[config.mk]
export PLATFORM = sky130hd
export DESIGN_NAME = plic_core
export DESIGN_NICKNAME = d
export VERILOG_FILES = /design/src/rtl/plic_core.sv
export SDC_FILE = /design/constraint.sdc
export NUM_CORES = 1
export LEC_CHECK = 0
export BUFFER_PORTS_ARGS = -buffer_cell sky130_fd_sc_hd__buf_2
export CORE_MARGIN = 2
export CORE_UTILIZATION = 60
export DETAILED_ROUTE_END_ITERATION = 7
export PLACE_DENSITY = 0.78
export SYNTH_ARGS = -nofsm -noshare
export SYNTH_HDL_FRONTEND = slang
export SYNTH_SLANG_ARGS = --single-unit
[constraint.sdc]
create_clock -name clk_i -period 35 [get_ports clk_i]
set_input_delay 3.5 -clock clk_i [delete_from_list [all_inputs] [get_ports clk_i]]
set_output_delay 3.5 -clock clk_i [all_outputs]
set_load 0.01 [all_outputs]
[src/rtl/plic_core.sv]
module plic_core #(
  parameter int NSRC = 10,
  parameter int NCTX = 9,
  parameter int PW   = 3,
  parameter int CW   = 3,
  parameter int DW   = 32
) (
  input  logic            clk_i,
  input  logic            rst_ni,
  input  logic [NSRC-1:0] src_i,
  input  logic            rd_i,
  input  logic            wr_i,
  input  logic [7:0]      addr_i,
  input  logic [DW-1:0]   wdata_i,
  output logic [DW-1:0]   rdata_o,
  output logic [NCTX-1:0] irq_o
);
  localparam int IW = $clog2(NSRC + 1);

  logic [2:0] rgn;
  logic [4:0] idx;
  logic ctx_ok, rd_claim, wr_claim;
  logic [NSRC:1] src, pend, insvc, trig, queue, claim_v, comp_v;
  logic [PW-1:0] prio [1:NSRC];
  logic [NSRC:1] en [NCTX];
  logic [PW-1:0] thr [NCTX];
  logic [IW-1:0] best_id [NCTX];
  logic [PW-1:0] best_p [NCTX];
  logic [IW-1:0] claim_id;
  logic [DW-1:0] rd_val;

  assign rgn      = addr_i[7:5];
  assign idx      = addr_i[4:0];
  assign src      = src_i;
  assign ctx_ok   = int'(idx) < NCTX;
  assign rd_claim = rd_i && rgn == 3'd3 && ctx_ok;
  assign wr_claim = wr_i && rgn == 3'd3 && ctx_ok;

  always_comb begin
    for (int c = 0; c < NCTX; c++) begin
      best_id[c] = '0;
      best_p[c]  = '0;
      for (int s = 1; s <= NSRC; s++)
        if (pend[s] && en[c][s] && prio[s] > best_p[c]) begin
          best_p[c]  = prio[s];
          best_id[c] = IW'(s);
        end
    end
  end

  always_comb begin
    claim_id = '0;
    for (int c = 0; c < NCTX; c++)
      if (int'(idx) == c) claim_id = best_id[c];
  end

  for (genvar c = 0; c < NCTX; c++) begin : g_ctx
    assign irq_o[c] = (best_id[c] != '0) && (best_p[c] >= thr[c]);
  end

  for (genvar s = 1; s <= NSRC; s++) begin : g_src
    logic p_q, v_q, s_q, edge_s, inc;
    logic [CW-1:0] cnt_q, cnt_nx;

    assign claim_v[s] = rd_claim && claim_id == IW'(s);
    assign comp_v[s]  = wr_claim && wdata_i == DW'(s) && v_q;
    assign pend[s]    = p_q;
    assign insvc[s]   = v_q;
    assign edge_s     = src[s] & ~s_q;
    assign inc        = trig[s] && queue[s] && edge_s && (v_q || claim_v[s]) && cnt_q != '1;
    assign cnt_nx     = cnt_q + CW'(inc);

    always_ff @(posedge clk_i) begin
      if (!rst_ni) begin
        p_q <= 1'b0; v_q <= 1'b0; s_q <= 1'b0; cnt_q <= '0;
      end else begin
        s_q <= src[s];
        if (claim_v[s]) begin
          v_q <= 1'b1; p_q <= 1'b0; cnt_q <= cnt_nx;
        end else if (comp_v[s]) begin
          v_q <= 1'b0;
          if (!trig[s]) begin
            p_q <= src[s]; cnt_q <= '0;
          end else if (cnt_nx != '0) begin
            p_q <= 1'b1; cnt_q <= cnt_nx - 1'b1;
          end
        end else if (v_q) cnt_q <= cnt_nx;
        else if (!trig[s]) p_q <= src[s];
        else if (edge_s) p_q <= 1'b1;
      end
    end
  end

  always_ff @(posedge clk_i) begin
    if (!rst_ni) begin
      trig <= '0; queue <= '0;
      for (int s = 1; s <= NSRC; s++) prio[s] <= '0;
      for (int c = 0; c < NCTX; c++) begin en[c] <= '0; thr[c] <= '0; end
    end else if (wr_i) begin
      case (rgn)
        3'd0: for (int s = 1; s <= NSRC; s++) if (int'(idx) == s) prio[s] <= wdata_i[PW-1:0];
        3'd1: for (int c = 0; c < NCTX; c++) if (int'(idx) == c) en[c] <= wdata_i[NSRC:1];
        3'd2: for (int c = 0; c < NCTX; c++) if (int'(idx) == c) thr[c] <= wdata_i[PW-1:0];
        3'd4: begin
          if (idx == 5'd0) trig  <= wdata_i[NSRC:1];
          if (idx == 5'd1) queue <= wdata_i[NSRC:1];
        end
        default: ;
      endcase
    end
  end

  always_comb begin
    rd_val = '0;
    case (rgn)
      3'd0: for (int s = 1; s <= NSRC; s++) if (int'(idx) == s) rd_val = DW'(prio[s]);
      3'd1: for (int c = 0; c < NCTX; c++) if (int'(idx) == c) rd_val = DW'({en[c], 1'b0});
      3'd2: for (int c = 0; c < NCTX; c++) if (int'(idx) == c) rd_val = DW'(thr[c]);
      3'd3: rd_val = DW'(claim_id);
      3'd4: case (idx)
        5'd0: rd_val = DW'({trig, 1'b0});
        5'd1: rd_val = DW'({queue, 1'b0});
        5'd2: rd_val = DW'({pend, 1'b0});
        5'd3: rd_val = DW'({insvc, 1'b0});
        default: ;
      endcase
      default: ;
    endcase
  end

  always_ff @(posedge clk_i) begin
    if (!rst_ni) rdata_o <= '0;
    else if (rd_i) rdata_o <= rd_val;
  end
endmodule

==> load_flow_metrics.sql <==
INSERT INTO impl_metrics (metric_group, metric, value, unit) VALUES
('floorplan', 'die_height', '199', 'µm'),
('clock_network', 'cts.sinks', '238', ''),
('power_and_ir_drop', 'p_per_area', '35.7', 'mW/mm²'),
('drt', 'post-route-drc-count', '0', ''),
('power_and_ir_drop', 'power.switching', '302', 'µW'),
('drt', 'drt_iter0_drc', '2080', ''),
('drt', 'per_cell_routed_wire_length', '23.4', 'µm'),
('power_and_ir_drop', 'share_of_total_power_in_combinational_logic', '30.7', '%'),
('worst_setup_path', 'family_of_cells_with_the_greatest_summed_delay_on_the_critical_path', 'compound AO/OA/AOI/OAI gates', ''),
('grt', 'number_of_global_route_vias_before_repair', '21900', ''),
('worst_setup_path', 'worstPathRequired', '31500', 'ps'),
('synthesis', 'synth-warning-count', '0', ''),
('grt', 'number_of_antenna_violations_at_the_first_check_in_global_routing', '1', ''),
('sta', 'worst_hold_slack', '476', 'ps'),
('clock_network', 'clock_root_buffer', 'sky130_fd_sc_hd__clkbuf_16', ''),
('worst_setup_path', 'critPathMostFrequentCell', 'sky130_fd_sc_hd__a21oi_1', ''),
('clock_network', 'clock_tree_from_tritoncts', 'yes', ''),
('worst_hold_path', 'timing.hold.worst.start', 'rdata_o[9]', ''),
('drt', 'antenna_violating_nets_post_route', '0', ''),
('sta', 'final_hold_viol_count', '0', ''),
('synthesis', 'syn_area_per_cell', '8.36', 'µm²'),
('floorplan', 'fp.coreArea', '0.0376', 'mm²'),
('flow_run', 'drv.max_cap_violation_count', '0', ''),
('worst_setup_path', 'timing.critical_path.from', 'prio[0][6]', ''),
('worst_setup_path', 'rr_worst_depth', '70', ''),
('synthesis', 'ys_ff_latch', '238', ''),
('synthesis', 'synth_cells', '2735', ''),
('synthesis', 'ys_async_sr_fraction', '0', '%'),
('worst_setup_path', 'reg2reg_from', 'prio[0][6]', ''),
('sta', 'clock_skew', '28.5', 'ps'),
('worst_setup_path', 'reg2reg_setup_slack', '15390', 'ps'),
('drt', 'dr.pass1.iters', '5', ''),
('clock_network', 'cts_inserted_buffers', '27', ''),
('worst_setup_path', 'cp_data_arrival_time', '16900', 'ps'),
('finish', 'layout-area-overhead-vs-synth', '7.49', '%'),
('place', 'dp_cells', '3253', ''),
('place', 'dp_hpwl', '59400', 'µm'),
('finish', 'nNetsFinal', '3117', ''),
('worst_setup_path', 'cpMaxStageDelayCell', 'sky130_fd_sc_hd__a311oi_1', ''),
('power_and_ir_drop', 'ir_worst_vdd', '0.0371', 'mV'),
('finish', 'antenna_diode_count', '0', ''),
('worst_setup_path', 'cp_endpoint_kind', 'output port', ''),
('sta', 'totalNegativeSetupSlack', '0', 'ps'),
('worst_setup_path', 'cp-endpoint', 'irq_o[4]', ''),
('power_and_ir_drop', 'power.internal', '577', 'µW'),
('finish', 'stdcell_count', '3302', ''),
('clock_network', 'cts.path.max_buffers', '3', ''),
('drt', 'viasPerCell', '6.71', ''),
('floorplan', 'rows', '71', ''),
('clock_network', 'cts_post_setup_buffers_inserted', '0', ''),
('clock_network', 'ctsHoldBuffers', '0', ''),
('floorplan', 'width_of_the_die', '199', 'µm'),
('drt', 'routed_wl', '77100', 'µm'),
('worst_setup_path', 'nature_of_the_critical_path_startpoint', 'flip-flop', ''),
('worst_setup_path', 'cp.depth', '62', ''),
('run_status', 'outcome', 'finished, final reports clean', ''),
('synthesis', 'mappedNetlistArea', '0.0229', 'mm²'),
('sta', 'fmaxAchievable', '0.0490', 'GHz'),
('floorplan', 'initial_utilization', '60.9', '%'),
('drt', 'vias', '22200', ''),
('sta', 'worst_slew_pin_slew', '1210', 'ps'),
('power_and_ir_drop', 'pwr-share-clk', '32.9', '%'),
('floorplan', 'area_enclosed_by_the_die_boundary', '0.0397', 'mm²'),
('worst_setup_path', 'worstPathBufferInverterCount', '10', ''),
('sta', 'final_max_slew_viol_count', '0', ''),
('grt', 'grt_max_degree', '63', ''),
('synthesis', 'seq_area_frac_synth', '27.3', '%'),
('place', 'place_congestion', '1.06', ''),
('sta', 'rsz0062_at_grt', 'false', ''),
('worst_setup_path', 'largest_incremental_delay_on_the_critical_path', '870', 'ps'),
('worst_hold_path', 'hold_path_class', 'flip-flop to flip-flop', '');
[power groups by stage]
stage | combinational (mW) | sequential [mW] | clock (mW)
after floorplan | 0.189 | 0.321 | 0
final | 0.270 | 0.320 | 0.289
after detailed placement | 0.262 | 0.325 | 0
after global routing | 0.298 | 0.321 | 0.299
after global placement | 0.250 | 0.324 | 0
after CTS | 0.264 | 0.319 | 0.288
[worst register-to-register path, delay by kind of cell (launching register included)]
family | cells | cell delay [ps]
simple gates | 5 | 1740
compound gates | 36 | 10760
buf+inv | 10 | 960
fa+ha+maj | 13 | 2990
flops | 1 | 560
mux | 6 | 2550
[cell usage after synthesis, types with 8 or more instances]
library cell | instances | area (µm²)
sky130_fd_sc_hd__o21ai_0 | 153 | 766
sky130_fd_sc_hd__o21ai_1 | 9 | 45.0
sky130_fd_sc_hd__ha_1 | 292 | 3650
sky130_fd_sc_hd__o21bai_1 | 17 | 128
sky130_fd_sc_hd__nor2_1 | 241 | 905
sky130_fd_sc_hd__and3_1 | 22 | 138
sky130_fd_sc_hd__or2_2 | 13 | 81.3
sky130_fd_sc_hd__nand2_1 | 262 | 983
sky130_fd_sc_hd__o31ai_1 | 11 | 82.6
sky130_fd_sc_hd__mux2_2 | 89 | 1000
sky130_fd_sc_hd__nand2b_1 | 33 | 206
sky130_fd_sc_hd__nor3b_1 | 10 | 75.1
sky130_fd_sc_hd__a211oi_1 | 11 | 82.6
sky130_fd_sc_hd__or3_1 | 8 | 50.1
sky130_fd_sc_hd__nand4_1 | 18 | 113
sky130_fd_sc_hd__nor4_1 | 26 | 163
sky130_fd_sc_hd__buf_1 | 8 | 30.0
sky130_fd_sc_hd__a21oi_1 | 201 | 1010
sky130_fd_sc_hd__a311oi_1 | 75 | 657
sky130_fd_sc_hd__a22oi_1 | 27 | 203
sky130_fd_sc_hd__dfxtp_1 | 91 | 1820
sky130_fd_sc_hd__and2_1 | 38 | 238
sky130_fd_sc_hd__o22ai_1 | 17 | 106
sky130_fd_sc_hd__nand3_1 | 66 | 330
sky130_fd_sc_hd__nor3_1 | 35 | 175
sky130_fd_sc_hd__a221oi_1 | 23 | 201
sky130_fd_sc_hd__nand3b_1 | 8 | 60.1
sky130_fd_sc_hd__o221ai_1 | 9 | 78.8
sky130_fd_sc_hd__edfxtp_1 | 147 | 4410
sky130_fd_sc_hd__o21a_1 | 12 | 90.1
sky130_fd_sc_hd__a31oi_1 | 34 | 213
sky130_fd_sc_hd__nor2b_1 | 32 | 200
sky130_fd_sc_hd__o211ai_1 | 14 | 105
sky130_fd_sc_hd__a21o_1 | 83 | 623
sky130_fd_sc_hd__buf_4 | 23 | 173
sky130_fd_sc_hd__clkbuf_1 | 96 | 360
sky130_fd_sc_hd__inv_1 | 237 | 890
sky130_fd_sc_hd__mux2i_1 | 103 | 1030
[state kept, by name (all words and copies together) (netlist names)]
register,count
g_src.s_q,10
g_src.cnt_q,30
en,90
g_src.v_q,10
trig,10
thr,27
g_src.p_q,10
prio,30
rdata_o,11
queue,10
[cell families (layout without fill, tap and decap cells)]
family	Yosys count	in the layout	synth area share [%]
buffers and inverters	374	410	6.58
XOR/XNOR	8	8	0.306
multiplexers	193	193	8.99
adder cells (fa/ha/maj)	293	293	16.0
AO/OA/AOI/OAI	784	784	23.1
other	1	21	0.0164
flip-flops	238	238	27.3
AND/OR/NAND/NOR	844	844	17.8
[per-stage QoR]
stage / util [%] / power [mW] / area (µm²) / setup slack, ps
detailed placement: 63.1 / 0.587 / 23700 / 15470
floorplan: - / 0.510 / 22900 / 17630
global route: 65.4 / 0.918 / 24600 / 13470
CTS: 65.4 / 0.871 / 24600 / 14870
finish: 65.4 / 0.879 / 24600 / 14600
global placement: 63.1 / 0.575 / 23700 / 16150
[cell usage in the layout, fill, tap and decap left out, types with 11 or more instances in the layout]
cell	instances
sky130_fd_sc_hd__ha_1	292
sky130_fd_sc_hd__nand2_1	262
sky130_fd_sc_hd__nor2_1	241
sky130_fd_sc_hd__inv_1	237
sky130_fd_sc_hd__a21oi_1	201
sky130_fd_sc_hd__o21ai_0	148
sky130_fd_sc_hd__edfxtp_1	147
sky130_fd_sc_hd__mux2i_1	103
sky130_fd_sc_hd__dfxtp_1	91
sky130_fd_sc_hd__mux2_2	89
sky130_fd_sc_hd__a21o_1	83
sky130_fd_sc_hd__a311oi_1	75
sky130_fd_sc_hd__buf_2	72
sky130_fd_sc_hd__nand3_1	66
sky130_fd_sc_hd__buf_4	48
sky130_fd_sc_hd__and2_1	38
sky130_fd_sc_hd__nor3_1	35
sky130_fd_sc_hd__a31oi_1	34
sky130_fd_sc_hd__nand2b_1	33
sky130_fd_sc_hd__nor2b_1	31
sky130_fd_sc_hd__a22oi_1	27
sky130_fd_sc_hd__clkbuf_16	27
sky130_fd_sc_hd__nor4_1	26
sky130_fd_sc_hd__a221oi_1	23
sky130_fd_sc_hd__and3_1	22
sky130_fd_sc_hd__conb_1	21
sky130_fd_sc_hd__nand4_1	18
sky130_fd_sc_hd__o21bai_1	17
sky130_fd_sc_hd__o22ai_1	17
sky130_fd_sc_hd__o211ai_1	14
sky130_fd_sc_hd__o21ai_1	13
sky130_fd_sc_hd__or2_2	13
sky130_fd_sc_hd__o21a_1	12
sky130_fd_sc_hd__a211oi_1	11
sky130_fd_sc_hd__o31ai_1	11
[layer usage]
layer  GRT usage, %  vias up  share of wire [%]
met5              0        -              0.016
met2           63.8     1161                 45
li1               -    10200                  -
met3           7.93      321                 10
met1           46.8    10500                 37
met4           24.6        2                7.1
[how the worst min path moves through the flow]
stage,depth (start not counted),to
3_3_place_gp,2,rdata_o[9]
5_1_grt,2,rdata_o[9]
3_5_place_dp,2,rdata_o[5]
6_report,2,rdata_o[9]
4_1_cts,2,rdata_o[9]
2_1_floorplan,2,g_src[7].cnt_q[2]
[cell type report]
type	instances	area, µm²
clock buffers	33	729
clock inverters	16	141
fillers	3141	13000
inverters	241	905
multi-input cells	2143	15200
flip-flops and latches	238	6240
well taps	511	639
repair buffers	120	721
Power figures use the tool's default switching activity.
